**src/rtl/px16_pkg.sv**
```systemverilog
package px16_pkg;
  localparam int PIX_W = 16;
  localparam int CH_W  = 8;

  typedef enum logic [1:0] {
    LAY_DEFAULT = 2'd0,
    LAY_5551    = 2'd1,
    LAY_565_RHI = 2'd2,
    LAY_565_BHI = 2'd3
  } layout_e;

  typedef struct packed {
    logic [1:0] layout;
    logic       swap;
    logic       hi_first;
  } ctrl_t;
endpackage

```
**src/rtl/px16_rst_sync.sv**
```systemverilog
module px16_rst_sync #(
  parameter int STAGES = 2
) (
  input  logic clk,
  input  logic rst_n,
  output logic rst_sync_n
);
  logic [STAGES-1:0] chain_q;

  always_ff @(posedge clk or negedge rst_n) begin
    if (!rst_n) chain_q <= '0;
    else        chain_q <= {chain_q[STAGES-2:0], 1'b1};
  end

  assign rst_sync_n = chain_q[STAGES-1];
endmodule

```
**src/rtl/px16_widen.sv**
```systemverilog
module px16_widen #(
  parameter int IN_W  = 5,
  parameter int OUT_W = 8
) (
  input  logic [IN_W-1:0]  field,
  output logic [OUT_W-1:0] wide
);
  localparam int FILL_W = OUT_W - IN_W;

  generate
    if (FILL_W <= 0) begin : g_trunc
      assign wide = field[IN_W-1 -: OUT_W];
    end else if (FILL_W <= IN_W) begin : g_rep
      // low bits are filled from the field's most significant bits
      assign wide = {field, field[IN_W-1 -: FILL_W]};
    end else begin : g_zero
      assign wide = {field, {FILL_W{1'b0}}};
    end
  endgenerate
endmodule

```
**src/rtl/px16_decode.sv**
```systemverilog
module px16_decode
  import px16_pkg::*;
#(
  parameter int CW = CH_W
) (
  input  logic [PIX_W-1:0] pix,
  input  ctrl_t            ctrl,
  output logic [3*CW-1:0]  rgb
);
  logic [CW-1:0] top5_w, mid6_w, low5_w, hi5_w, mid5_w;
  logic [CW-1:0] red_raw, grn_raw, blu_raw;
  logic          honour_swap;

  px16_widen #(.IN_W(5), .OUT_W(CW)) u_top5 (.field(pix[15:11]), .wide(top5_w));
  px16_widen #(.IN_W(6), .OUT_W(CW)) u_mid6 (.field(pix[10:5]),  .wide(mid6_w));
  px16_widen #(.IN_W(5), .OUT_W(CW)) u_low5 (.field(pix[4:0]),   .wide(low5_w));
  px16_widen #(.IN_W(5), .OUT_W(CW)) u_hi5  (.field(pix[14:10]), .wide(hi5_w));
  px16_widen #(.IN_W(5), .OUT_W(CW)) u_mid5 (.field(pix[9:5]),   .wide(mid5_w));

  always_comb begin
    red_raw     = top5_w;
    grn_raw     = mid6_w;
    blu_raw     = low5_w;
    honour_swap = 1'b1;
    unique case (layout_e'(ctrl.layout))
      LAY_5551: begin
        red_raw = hi5_w;
        grn_raw = mid5_w;
        blu_raw = low5_w;
      end
      LAY_565_BHI: begin
        red_raw     = low5_w;
        grn_raw     = mid6_w;
        blu_raw     = top5_w;
        honour_swap = 1'b0;
      end
      default: begin
        red_raw = top5_w;
        grn_raw = mid6_w;
        blu_raw = low5_w;
      end
    endcase
  end

  always_comb begin
    if (honour_swap && ctrl.swap) rgb = {blu_raw, grn_raw, red_raw};
    else                          rgb = {red_raw, grn_raw, blu_raw};
  end

  // a_r5_bhi_no_swap: code 3 always puts the top field in the blue channel
  always_comb begin
    if (ctrl.layout == 2'd3) begin
      a_r5_bhi_no_swap: assert (rgb[CW-1:0] == top5_w)
        else $error("a_r5_bhi_no_swap");
    end
  end
endmodule

```
**src/rtl/px16_unpack.sv**
```systemverilog
module px16_unpack
  import px16_pkg::*;
#(
  parameter int WORD_W = 32
) (
  input  logic              clk,
  input  logic              rst_n,
  input  logic              in_valid,
  output logic              in_ready,
  input  logic [WORD_W-1:0] in_word,
  input  logic [1:0]        layout_sel,
  input  logic              swap_rb,
  input  logic              hi_first,
  output logic              out_valid,
  input  logic              out_ready,
  output logic [3*CH_W-1:0] out_rgb
);
  localparam int NPIX  = WORD_W / PIX_W;
  localparam int IDX_W = (NPIX > 1) ? $clog2(NPIX) : 1;
  localparam logic [IDX_W-1:0] LAST_IDX = IDX_W'(NPIX - 1);

  logic rst_s_n;
  px16_rst_sync #(.STAGES(2)) u_rst (.clk(clk), .rst_n(rst_n), .rst_sync_n(rst_s_n));

  // state
  logic [WORD_W-1:0] word_q, word_d;
  ctrl_t             ctrl_q, ctrl_d;
  logic [IDX_W-1:0]  idx_q, idx_d;
  logic              full_q, full_d;
  logic              load_en, idx_en;

  logic              in_fire, out_fire, last_pix;
  logic [PIX_W-1:0]  pix_arr [NPIX];
  logic [IDX_W-1:0]  sel_idx;
  logic [PIX_W-1:0]  cur_pix;

  genvar gi;
  generate
    for (gi = 0; gi < NPIX; gi++) begin : g_split
      assign pix_arr[gi] = word_q[gi*PIX_W +: PIX_W];
    end
  endgenerate

  assign sel_idx  = ctrl_q.hi_first ? (LAST_IDX - idx_q) : idx_q;
  assign cur_pix  = pix_arr[sel_idx];
  assign last_pix = (idx_q == LAST_IDX);

  assign out_valid = full_q;
  assign in_ready  = !full_q || (out_ready && last_pix);
  assign in_fire   = in_valid && in_ready;
  assign out_fire  = full_q && out_ready;

  // next-state
  always_comb begin
    word_d  = word_q;
    ctrl_d  = ctrl_q;
    idx_d   = idx_q;
    full_d  = full_q;
    load_en = 1'b0;
    idx_en  = 1'b0;
    if (in_fire) begin
      load_en = 1'b1;
      idx_en  = 1'b1;
      word_d  = in_word;
      ctrl_d  = '{layout: layout_sel, swap: swap_rb, hi_first: hi_first};
      idx_d   = '0;
      full_d  = 1'b1;
    end else if (out_fire) begin
      idx_en = 1'b1;
      if (last_pix) begin
        full_d = 1'b0;
        idx_d  = '0;
      end else begin
        idx_d = idx_q + 1'b1;
      end
    end
  end

  // registers
  always_ff @(posedge clk or negedge rst_s_n) begin
    if (!rst_s_n) begin
      full_q <= 1'b0;
      idx_q  <= '0;
    end else begin
      full_q <= full_d;
      if (idx_en) idx_q <= idx_d;
    end
  end

  always_ff @(posedge clk or negedge rst_s_n) begin
    if (!rst_s_n) begin
      word_q <= '0;
      ctrl_q <= '0;
    end else if (load_en) begin
      word_q <= word_d;
      ctrl_q <= ctrl_d;
    end
  end

  px16_decode #(.CW(CH_W)) u_dec (.pix(cur_pix), .ctrl(ctrl_q), .rgb(out_rgb));

  // assertions
  a_r10_hold_pixel: assert property (@(posedge clk) disable iff (!rst_s_n)
    (out_valid && !out_ready) |=> (out_valid && $stable(out_rgb)))
    else $error("a_r10_hold_pixel");

  a_r10_block_input: assert property (@(posedge clk) disable iff (!rst_s_n)
    (out_valid && !out_ready) |-> !in_ready)
    else $error("a_r10_block_input");

  a_r9_ctrl_held: assert property (@(posedge clk) disable iff (!rst_s_n)
    (full_q && !in_fire) |=> $stable(ctrl_q))
    else $error("a_r9_ctrl_held");

  a_r1_ready_when_empty: assert property (@(posedge clk) disable iff (!rst_s_n)
    !out_valid |-> in_ready)
    else $error("a_r1_ready_when_empty");

  a_r11_refill: assert property (@(posedge clk) disable iff (!rst_s_n)
    (out_fire && last_pix && !in_fire) |=> !out_valid)
    else $error("a_r11_refill");
endmodule

```
**config.mk**
```make
export PLATFORM = sky130hd
export DESIGN_NAME = px16_unpack
export DESIGN_NICKNAME = d
export VERILOG_FILES = /design/src/rtl/px16_pkg.sv /design/src/rtl/px16_rst_sync.sv /design/src/rtl/px16_widen.sv /design/src/rtl/px16_decode.sv /design/src/rtl/px16_unpack.sv
export SDC_FILE = /design/constraint.sdc
export NUM_CORES = 1
export LEC_CHECK = 0
export CORE_MARGIN = 1.5
export CORE_UTILIZATION = 35
export CTS_CLUSTER_DIAMETER = 40
export DETAILED_ROUTE_END_ITERATION = 12
export PLACE_DENSITY = 0.72
export SLEW_MARGIN = 20
export SYNTH_ARGS = -nofsm -noshare
export SYNTH_HDL_FRONTEND = slang
export SYNTH_SLANG_ARGS = --single-unit
```
**constraint.sdc**
```tcl
create_clock -name clk -period 2.29 [get_ports clk]
set_input_delay 0.5725 -clock clk [delete_from_list [all_inputs] [get_ports clk]]
set_output_delay 0.5725 -clock clk [all_outputs]
set_load 0.05 [all_outputs]
```
==> results of run 1 <==
state kept, by name, indices dropped and copies added, names as in the netlist:
signal / cells
word_q: 32
u_rst.chain_q: 2
idx_q: 1
ctrl_q: 4
out_valid: 1
per-layer routing:
| metal | share of wire (%) | track usage, % | up-vias | wire length, um |
|---|---|---|---|---|
| met1 | 40 | 18.58 | 742 | 1839 |
| met5 | 0 | 0 | - | 0 |
| li1 | - | - | 707 | - |
| met3 | 5.9 | 4.598 | 6 | 272 |
| met2 | 53 | 27.86 | 44 | 2429 |
| met4 | 1.1 | 4.211 | 0 | 49 |
cells in the final DEF, fill, tap and decap left out:
cell	count
mux2i_1	6
nand2_1	8
buf_6	12
bufinv_16	1
xnor2_4	1
clkbuf_1	1
clkdlybuf4s50_1	40
nor2b_1	1
nand3_1	1
clkinv_2	1
and2_1	2
conb_1	1
mux2_1	36
a221oi_4	5
dfrtp_1	38
a22oi_2	5
a21boi_2	2
clkbuf_8	5
mux2i_4	6
o21ai_0	1
o22ai_1	1
nor2_1	5
clkinv_1	1
buf_12	14
buf_4	23
dfrtp_2	2
a21oi_2	1
o2bb2ai_2	1
mux2_4	5
nand2b_1	3
mux2i_2	3
nand2_2	1
o22ai_4	3
per-stage QoR:
step	utilization (%)	TNS, ns	instance area, um^2	std cells	setup WS, ns
finish	60.48	-4.873	3351	308	-0.2855
floorplan	-	-1.183	2183	153	-0.2280
global placement	54.92	-0.004482	3043	293	-0.004482
detailed placement	54.92	-0.1609	3043	293	-0.03636
CTS	60.00	-5.785	3324	307	-0.3168
global route	60.48	-6.656	3351	308	-0.3641
kinds of logic (layout without fill, tap and decap cells):
family | count (synthesis) | count (layout) | synth area share (%)
other | 1 | 1 | 0.1852
and+or+nand+nor | 21 | 21 | 4.821
xor gates and xnor gates | 1 | 1 | 1.360
DFF | 40 | 40 | 49.44
AOI/OAI and AO/OA | 19 | 19 | 7.849
muxes | 56 | 56 | 31.33
buffers and inverters | 15 | 98 | 5.006
worst max-delay path by stage:
| stage | cells after the start | startpoint | to | slack, ns |
|---|---|---|---|---|
| global placement | 7 | ctrl_q[0] | out_rgb[4] | -0.004 |
| finish | 6 | ctrl_q[0] | out_rgb[6] | -0.29 |
| CTS | 6 | ctrl_q[0] | out_rgb[6] | -0.32 |
| detailed placement | 7 | ctrl_q[0] | out_rgb[4] | -0.04 |
| global route | 7 | ctrl_q[0] | out_rgb[0] | -0.36 |
| floorplan | 5 | ctrl_q[0] | out_rgb[6] | -0.23 |
final cells by class:
cell class	instances	area (um^2)	area share, %
Multi-Input combinational cell	98	1157	34.54
Clock inverter	2	35.03	1.046
Inverter	1	3.754	0.1120
Timing Repair Buffer	89	988.4	29.50
Clock buffer	6	72.57	2.166
Sequential cell	40	1003	29.95
Tap cell	72	90.09	2.689
worst max-delay path: cells and delay by family, from the launching register on:
kind,cells,cell delay [ns]
compound gates,2,0.51
buf+inv,2,0.35
flops,1,0.44
xor+xnor,1,0.20
mux,1,0.21
timing repair:
item,in CTS,in global routing
setup endpoints to repair,24,24
gates cloned,0,0
hold buffers,0,0
hold endpoints to repair,0,0
pin swaps,3,2
gates resized for setup,24,5
buffers inserted,6,1
==> run_results.csv, run 1 <==
group,metric,value,unit
layout,n_fill_cell,457,
routing,num_vias,1499,
logic_synthesis,netlist_instances,153,
cts,numCtsBuffers,5,
worst_setup_path,cp_common_cell,"buf_12",
worst_setup_path,slowest_stage,"dfrtp_2",
grt,grt_antenna_before_repair,0,
run_status,outcome,"finished, violations left",
worst_setup_path,r2r-start,"idx_q",
die,initial_utilization,36.54,%
worst_setup_path,arrival,2.00,ns
logic_synthesis,yosys-top-cells-count,"dfrtp_1 (40), mux2_1 (36), mux2i_1 (14)",
routing,antenna_left,0,
sta,fin_worst_skew,0.008881,ns
worst_setup_path,r2r_end,"word_q[13]",
logic_synthesis,synthTopCellsByArea,"dfrtp_1 (49%), mux2_1 (20%), mux2i_1 (6.9%)",
worst_setup_path,crit_fanout,10,
die,rows,27,
grt,grt_pass1_vias,1574,
job,maxCapViolCount,0,
sta,setup_slack,-0.2855,ns
placement,hpwl,3547,um
logic_synthesis,postSynth.asyncResetShare,100.0,%
layout,diodes,0,
sta,rsz0062_at_grt,"true",
worst_hold_path,hold_class,"reg -> async",
sta,max_clock_freq,388.3,MHz
sta,whs,0.03875,ns
cts,clockRootBuffer,"clkbuf_8",
cts,cts_buffer_depth,2,
logic_synthesis,syn_area,2024,um^2
routing,wl_per_cell,14.91,um
layout,drive_gt1_share,38.56,%
worst_setup_path,critPathMaxStageDelay,0.44,ns
logic_synthesis,synth-edff-count,0,
worst_setup_path,path_cells,"xnor2_4, buf_12, mux2_4, o22ai_4, a221oi_4, buf_12",
cts,cts.htree.levels,2,
logic_synthesis,ys_types,27,
placement,port_buffers,65,
sta,worst_slew_pin_slew,0.6267,ns
cts,cts_tree,"done",
worst_setup_path,rrSetupSlack,0.66,ns
sta,slew_headroom,58.22,%
sta,maxSlewViolCount,0,
grt,grt_pass1_wl,7493,um
logic_synthesis,avgSynthCellArea,13.23,um^2
routing,wirelength,4591,um
cts,clock_latency,0.29,ns
sta,period_needed,2.576,ns
placement,gp_congestion,0.7967,
routing,viasPerCell,4.867,
logic_synthesis,yosysMostFrequentCell,"dfrtp_1",
routing,dr.pass1.iters,4,
layout,nets,275,
sta,hold_viol_final,0,
die,die_height,79.06,um
die,core,5540,um^2
logic_synthesis,yosys_register_bits,40,
logic_synthesis,yosysSeqAreaShare,49.44,%
logic_synthesis,netlist.area_leader.share,49.44,%
grt,grt_usage,15.75,%
routing,drt_iter0_drc,46,
grt,gr-total-overflow,0,
logic_synthesis,yosysTopAreaCell,"dfrtp_1",
worst_setup_path,critPathLaunchType,"register",
die,die_width,79.06,um
logic_synthesis,syn-num-nets,193,
die,io_pins,66,
worst_setup_path,rr_worst_depth,6,
cts,clkSlewWorstSetupHoldPaths,0.07,ns
sta,setup_viol,24,
sta,finalCritPeriodShare,112.5,%
grt,grt_max_degree,37,
logic_synthesis,synth_warnings,0,
logic_synthesis,synth_ff_type,"dfrtp_1",
layout,area_growth,65.51,%
run_status,violations,"setup timing",
worst_setup_path,endpoint_kind,"primary output",
cts,cts_sinks,40,
worst_setup_path,criticalPathCategory,"reg -> out",
die,die_area,6250,um^2
worst_setup_path,worst_ep_required_time,1.72,ns
routing,drc_errors,0,
Power of run 1 is left out: the tool's default activity adds up to more than one toggle a clock period on the data nets, which glitch-free logic cannot reach.
==> run 2: changes to the inputs <==
==> constraint.sdc (replaced) <==
create_clock -name clk -period 3 [get_ports clk]
set_input_delay 0.75 -clock clk [delete_from_list [all_inputs] [get_ports clk]]
set_output_delay 0.75 -clock clk [all_outputs]
set_load 0.05 [all_outputs]
==> run_results.csv, run 2 (synthesis gave the netlist of run 1 again) <==
group,metric,value,unit
run_status,outcome,"finished, final reports clean",
cts,cts_hold_buf,0,
routing,top_layer_used,"met4",
worst_setup_path,critPathMaxStageDelay,0.56,ns
sta,maxSlewViolCount,0,
job,maxCapViolCount,0,
worst_setup_path,crit_fanout,8,
grt,grt_max_degree,39,
sta,whs,0.2894,ns
layout,area_growth,54.20,%
worst_setup_path,criticalPathCategory,"reg -> out",
layout,regMostFlops,"word_q",
sta,rsz0062_at_grt,"true",
die,rows,27,
layout,nets,259,
layout,multiInputGateArea,979.7,um^2
routing,antenna_left,0,
placement,gp_congestion,0.8843,
grt,grt_pass1_wl,7624,um
layout,final_cell_mix,"dfrtp_1 (40), clkdlybuf4s50_1 (40), mux2_1 (36)",
sta,hold_viol_final,0,
worst_setup_path,crit_buf_inv,2,
die,io_pins,66,
sta,max_clock_freq,342.9,MHz
grt,grt_usage,16.07,%
layout,largest_reg_flops,32,
cts,numCtsBuffers,5,
worst_setup_path,worst_ep_required_time,2.25,ns
cts,clockRootBuffer,"clkbuf_8",
routing,drc_errors,0,
sta,fin_worst_skew,0.006820,ns
layout,top_regs,"word_q x32, ctrl_q x4, u_rst.chain_q x2",
die,core,5540,um^2
worst_setup_path,cp_common_cell,"buf_12",
routing,drt-met1-wl,1937,um
worst_setup_path,critical_path.top_delay_family,"compound AO/OA/AOI/OAI gates",
sta,worst_slew_pin_slew,0.7332,ns
sta,setup_slack,0.08345,ns
placement,port_buffers,65,
routing,route.met2.wl,2263,um
cts,cts_sinks,40,
cts,clock_latency,0.30,ns
worst_setup_path,arrival,2.17,ns
worst_hold_path,hold_class,"reg -> async",
die,die_height,79.06,um
placement,hpwl,3514,um
sta,slew_headroom,51.12,%
routing,wl_per_cell,15.62,um
cts,cts_buffer_depth,2,
grt,grt_pass1_vias,1545,
die,die_area,6250,um^2
routing,wirelength,4561,um
cts,cts_tree,"done",
cts,cts.htree.levels,2,
die,initial_utilization,36.54,%
sta,finalCritPeriodShare,97.22,%
routing,drt_iter0_drc,34,
worst_setup_path,path_cells,"xnor2_4, buf_12, mux2_4, o22ai_2, a221oi_2, buf_12",
worst_setup_path,endpoint_kind,"primary output",
cts,clkSlewWorstSetupHoldPaths,0.08,ns
sta,period_needed,2.917,ns
routing,dr.pass1.iters,4,
placement,pre_cts_ws,0.2434,ns
grt,gr-total-overflow,0,
worst_setup_path,critPathLaunchType,"register",
layout,ff_latch_area,1001,um^2
routing,viasPerCell,4.962,
layout,n_fill_cell,480,
grt,grt_antenna_before_repair,0,
routing,wl_met3,306,um
die,die_width,79.06,um
routing,num_vias,1449,
worst_setup_path,slowest_stage,"a221oi_2",
layout,drive_gt1_share,27.27,%
sta,setup_viol,0,
layout,diodes,0,
[run 2: cell count changes in the layout (fill, tap and decap cells not counted), sizes merged]
cell | previous run | this run
clkinvlp | 0 | 1
clkbuf | 6 | 5
buf | 49 | 33
[run 2: path summary, 6_finish.rpt]
check / from / end / slack, ns / cells past startpoint
hold / removal: u_rst.chain_q[1] / word_q[25] / 0.29 / 1
max in group asynchronous: rst_n / u_rst.chain_q[1] / 2.28 / 1
setup reg to reg: idx_q / word_q[31] / 1.29 / 5
hold reg to reg: u_rst.chain_q[1] / word_q[25] / 0.29 / 1
min in group clk: u_rst.chain_q[0] / u_rst.chain_q[1] / 0.36 / 0
setup / recovery: idx_q / out_rgb[7] / 0.08 / 6
[run 2: area by class of cell]
| cell class | count | share of cell area [%] |
|---|---|---|
| clock buffers | 5 | 2.204 |
| clock inverters | 3 | 1.363 |
| inverters | 1 | 0.1202 |
| multi-input cells | 98 | 31.38 |
| flip-flops and latches | 40 | 32.06 |
| well taps | 72 | 2.886 |
| repair buffers | 73 | 29.98 |
[run 2: routing by layer]
layer  global-route usage, %  vias to the layer above
met3                   4.943                        7
met4                   4.737                        0
met5                       0                        -
met1                   19.66                      707
met2                   27.18                       57
li1                        -                      678
[run 2: timing repair]
action	4_1_cts	5_1_grt
gates resized for setup	0	1
endpoints found under the setup margin	6	3
pin swaps	1	0
setup buffers	3	0
[run 2: per-stage QoR]
step | TNS, ns | util [%] | cells | instance area (um^2)
after floorplan | 0 | - | 153 | 2071
after global placement | 0 | 53.50 | 281 | 2964
after detailed placement | 0 | 53.50 | 281 | 2964
after CTS | 0 | 56.14 | 292 | 3110
after global routing | -0.005550 | 56.35 | 292 | 3122
final | 0 | 56.35 | 292 | 3122
Power of run 2 is left out for the same reason.
==> run 3: changes to the inputs <==
==> constraint.sdc (replaced) <==
create_clock -name clk -period 3.74 [get_ports clk]
set_input_delay 0.935 -clock clk [delete_from_list [all_inputs] [get_ports clk]]
set_output_delay 0.935 -clock clk [all_outputs]
set_load 0.05 [all_outputs]
==> run_results.csv, run 3 (synthesis gave the netlist of run 1 again) <==
group,metric,value,unit
cts,clockRootBuffer,"clkbuf_8",
sta,max_clock_freq,298.1,MHz
die,core,5540,um^2
routing,wl_met3,386,um
worst_setup_path,rr_worst_depth,4,
worst_setup_path,arrival,2.42,ns
grt,grt_pass1_wl,6630,um
placement,gp_congestion,0.8217,
routing,top_layer_used,"met4",
routing,viasPerCell,4.830,
cts,numCtsBuffers,5,
sta,period_needed,3.355,ns
job,maxCapViolCount,0,
placement,placedInstanceArea,2738,um^2
routing,drc_errors,0,
cts,cts_hold_buf,0,
cts,clock_latency,0.29,ns
die,die_width,79.06,um
sta,hold_viol_final,0,
cts,cts_tree,"done",
die,die_area,6250,um^2
worst_setup_path,r2r-start,"idx_q",
layout,drive_gt1_share,18.43,%
placement,port_buffers,65,
layout,diodes,0,
layout,design_area,2845,um^2
sta,slew_headroom,42.44,%
cts,post_cts_resize_count,0,
cts,cts.htree.levels,2,
routing,wirelength,4016,um
layout,top_regs,"word_q x32, ctrl_q x4, u_rst.chain_q x2",
sta,rsz0062_at_grt,"false",
sta,setup_tns,0,ns
routing,drt_iter0_drc,56,
worst_setup_path,crit_fanout,8,
layout,nets,256,
worst_hold_path,hold_class,"reg -> async",
cts,clkSlewWorstSetupHoldPaths,0.07,ns
sta,finalCritPeriodShare,89.70,%
grt,grt_max_degree,39,
run_status,outcome,"finished, final reports clean",
worst_setup_path,rrSetupSlack,1.91,ns
cts,cts_sinks,40,
grt,grt_antenna_before_repair,0,
sta,fin_worst_skew,0.007752,ns
die,rows,27,
worst_setup_path,critPathLaunchType,"register",
layout,layout_commonest_cell,"clkdlybuf4s50_1",
layout,final_cell_mix,"clkdlybuf4s50_1 (48), dfrtp_1 (40), mux2_1 (36)",
layout,largest_reg_flops,32,
die,die_height,79.06,um
routing,route.met2.wl,1834,um
routing,wl_per_cell,13.90,um
sta,setup_viol,0,
grt,gr-total-overflow,0,
routing,antenna_left,0,
grt,grt_usage,13.87,%
die,initial_utilization,36.54,%
worst_setup_path,criticalPathCategory,"reg -> out",
sta,maxSlewViolCount,0,
cts,cts_setup_buffers,0,
routing,drt-met1-wl,1760,um
sta,worst_slew_pin_slew,0.8603,ns
die,io_pins,66,
layout,area_growth,40.54,%
worst_setup_path,r2r_end,"word_q[7]",
worst_setup_path,worst_ep_required_time,2.80,ns
grt,grt_pass1_vias,1354,
routing,dr.pass1.iters,4,
routing,num_vias,1396,
placement,hpwl,3059,um
layout,regMostFlops,"word_q",
worst_setup_path,endpoint_kind,"primary output",
cts,cts_buffer_depth,2,
[run 3: cell count changes in the layout (fill, tap and decap cells not counted), moves of 3 or more]
| cell | previous run | this run |
|---|---|---|
| buf_12 | 23 | 6 |
| clkdlybuf4s50_1 | 40 | 48 |
| buf_4 | 10 | 16 |
| a221oi_1 | 0 | 5 |
| a221oi_2 | 4 | 0 |
| a22oi_1 | 2 | 5 |
| a22oi_2 | 3 | 0 |
[run 3: critical path, cell delays in order, from the launching register on]
cell,delay [ns]
dfrtp_1,0.46
xnor2_4,0.16
buf_4,0.23
mux2_4,0.21
o22ai_2,0.09
a221oi_1,0.77
buf_12,0.22
[run 3: worst max-delay path by stage]
stage | startpoint | end | slack, ns | cells after the start
final | idx_q | out_rgb[1] | 0.39 | 6
after global routing | idx_q | out_rgb[9] | 0.23 | 6
after CTS | idx_q | out_rgb[9] | 0.34 | 6
after detailed placement | out_ready | in_ready | 0.40 | 4
after global placement | out_ready | in_ready | 0.42 | 4
after floorplan | ctrl_q[0] | out_rgb[6] | 0.04 | 5
[run 3: layout make-up]
type	count	area [um^2]
fill	514	2695
inverter	1	3.754
timing repair buffer	70	720.7
clock buffer	6	72.57
tap	72	90.09
sequential	40	1001
clock inverter	2	35.03
multi-input combinational	98	922.1
[run 3: routing by layer]
metal  GRT usage, %  vias to the layer above
li1               -                      667
met1          18.15                      675
met2          20.94                       49
met3          5.402                        5
met4          4.737                        0
met5              0                        -
[run 3: stage by stage]
step / hold WS, ns / setup slack, ns / utilization, % / std cells
floorplan: 0.3312 / 0.04336 / - / 153
CTS: 0.3077 / 0.3423 / 51.36 / 289
detailed placement: 0.3044 / 0.3967 / 49.41 / 281
finish: 0.2861 / 0.3851 / 51.36 / 289
global route: 0.3497 / 0.2295 / 51.36 / 289
global placement: 0.3000 / 0.4172 / 49.41 / 281
Power of run 3 is left out for the same reason.
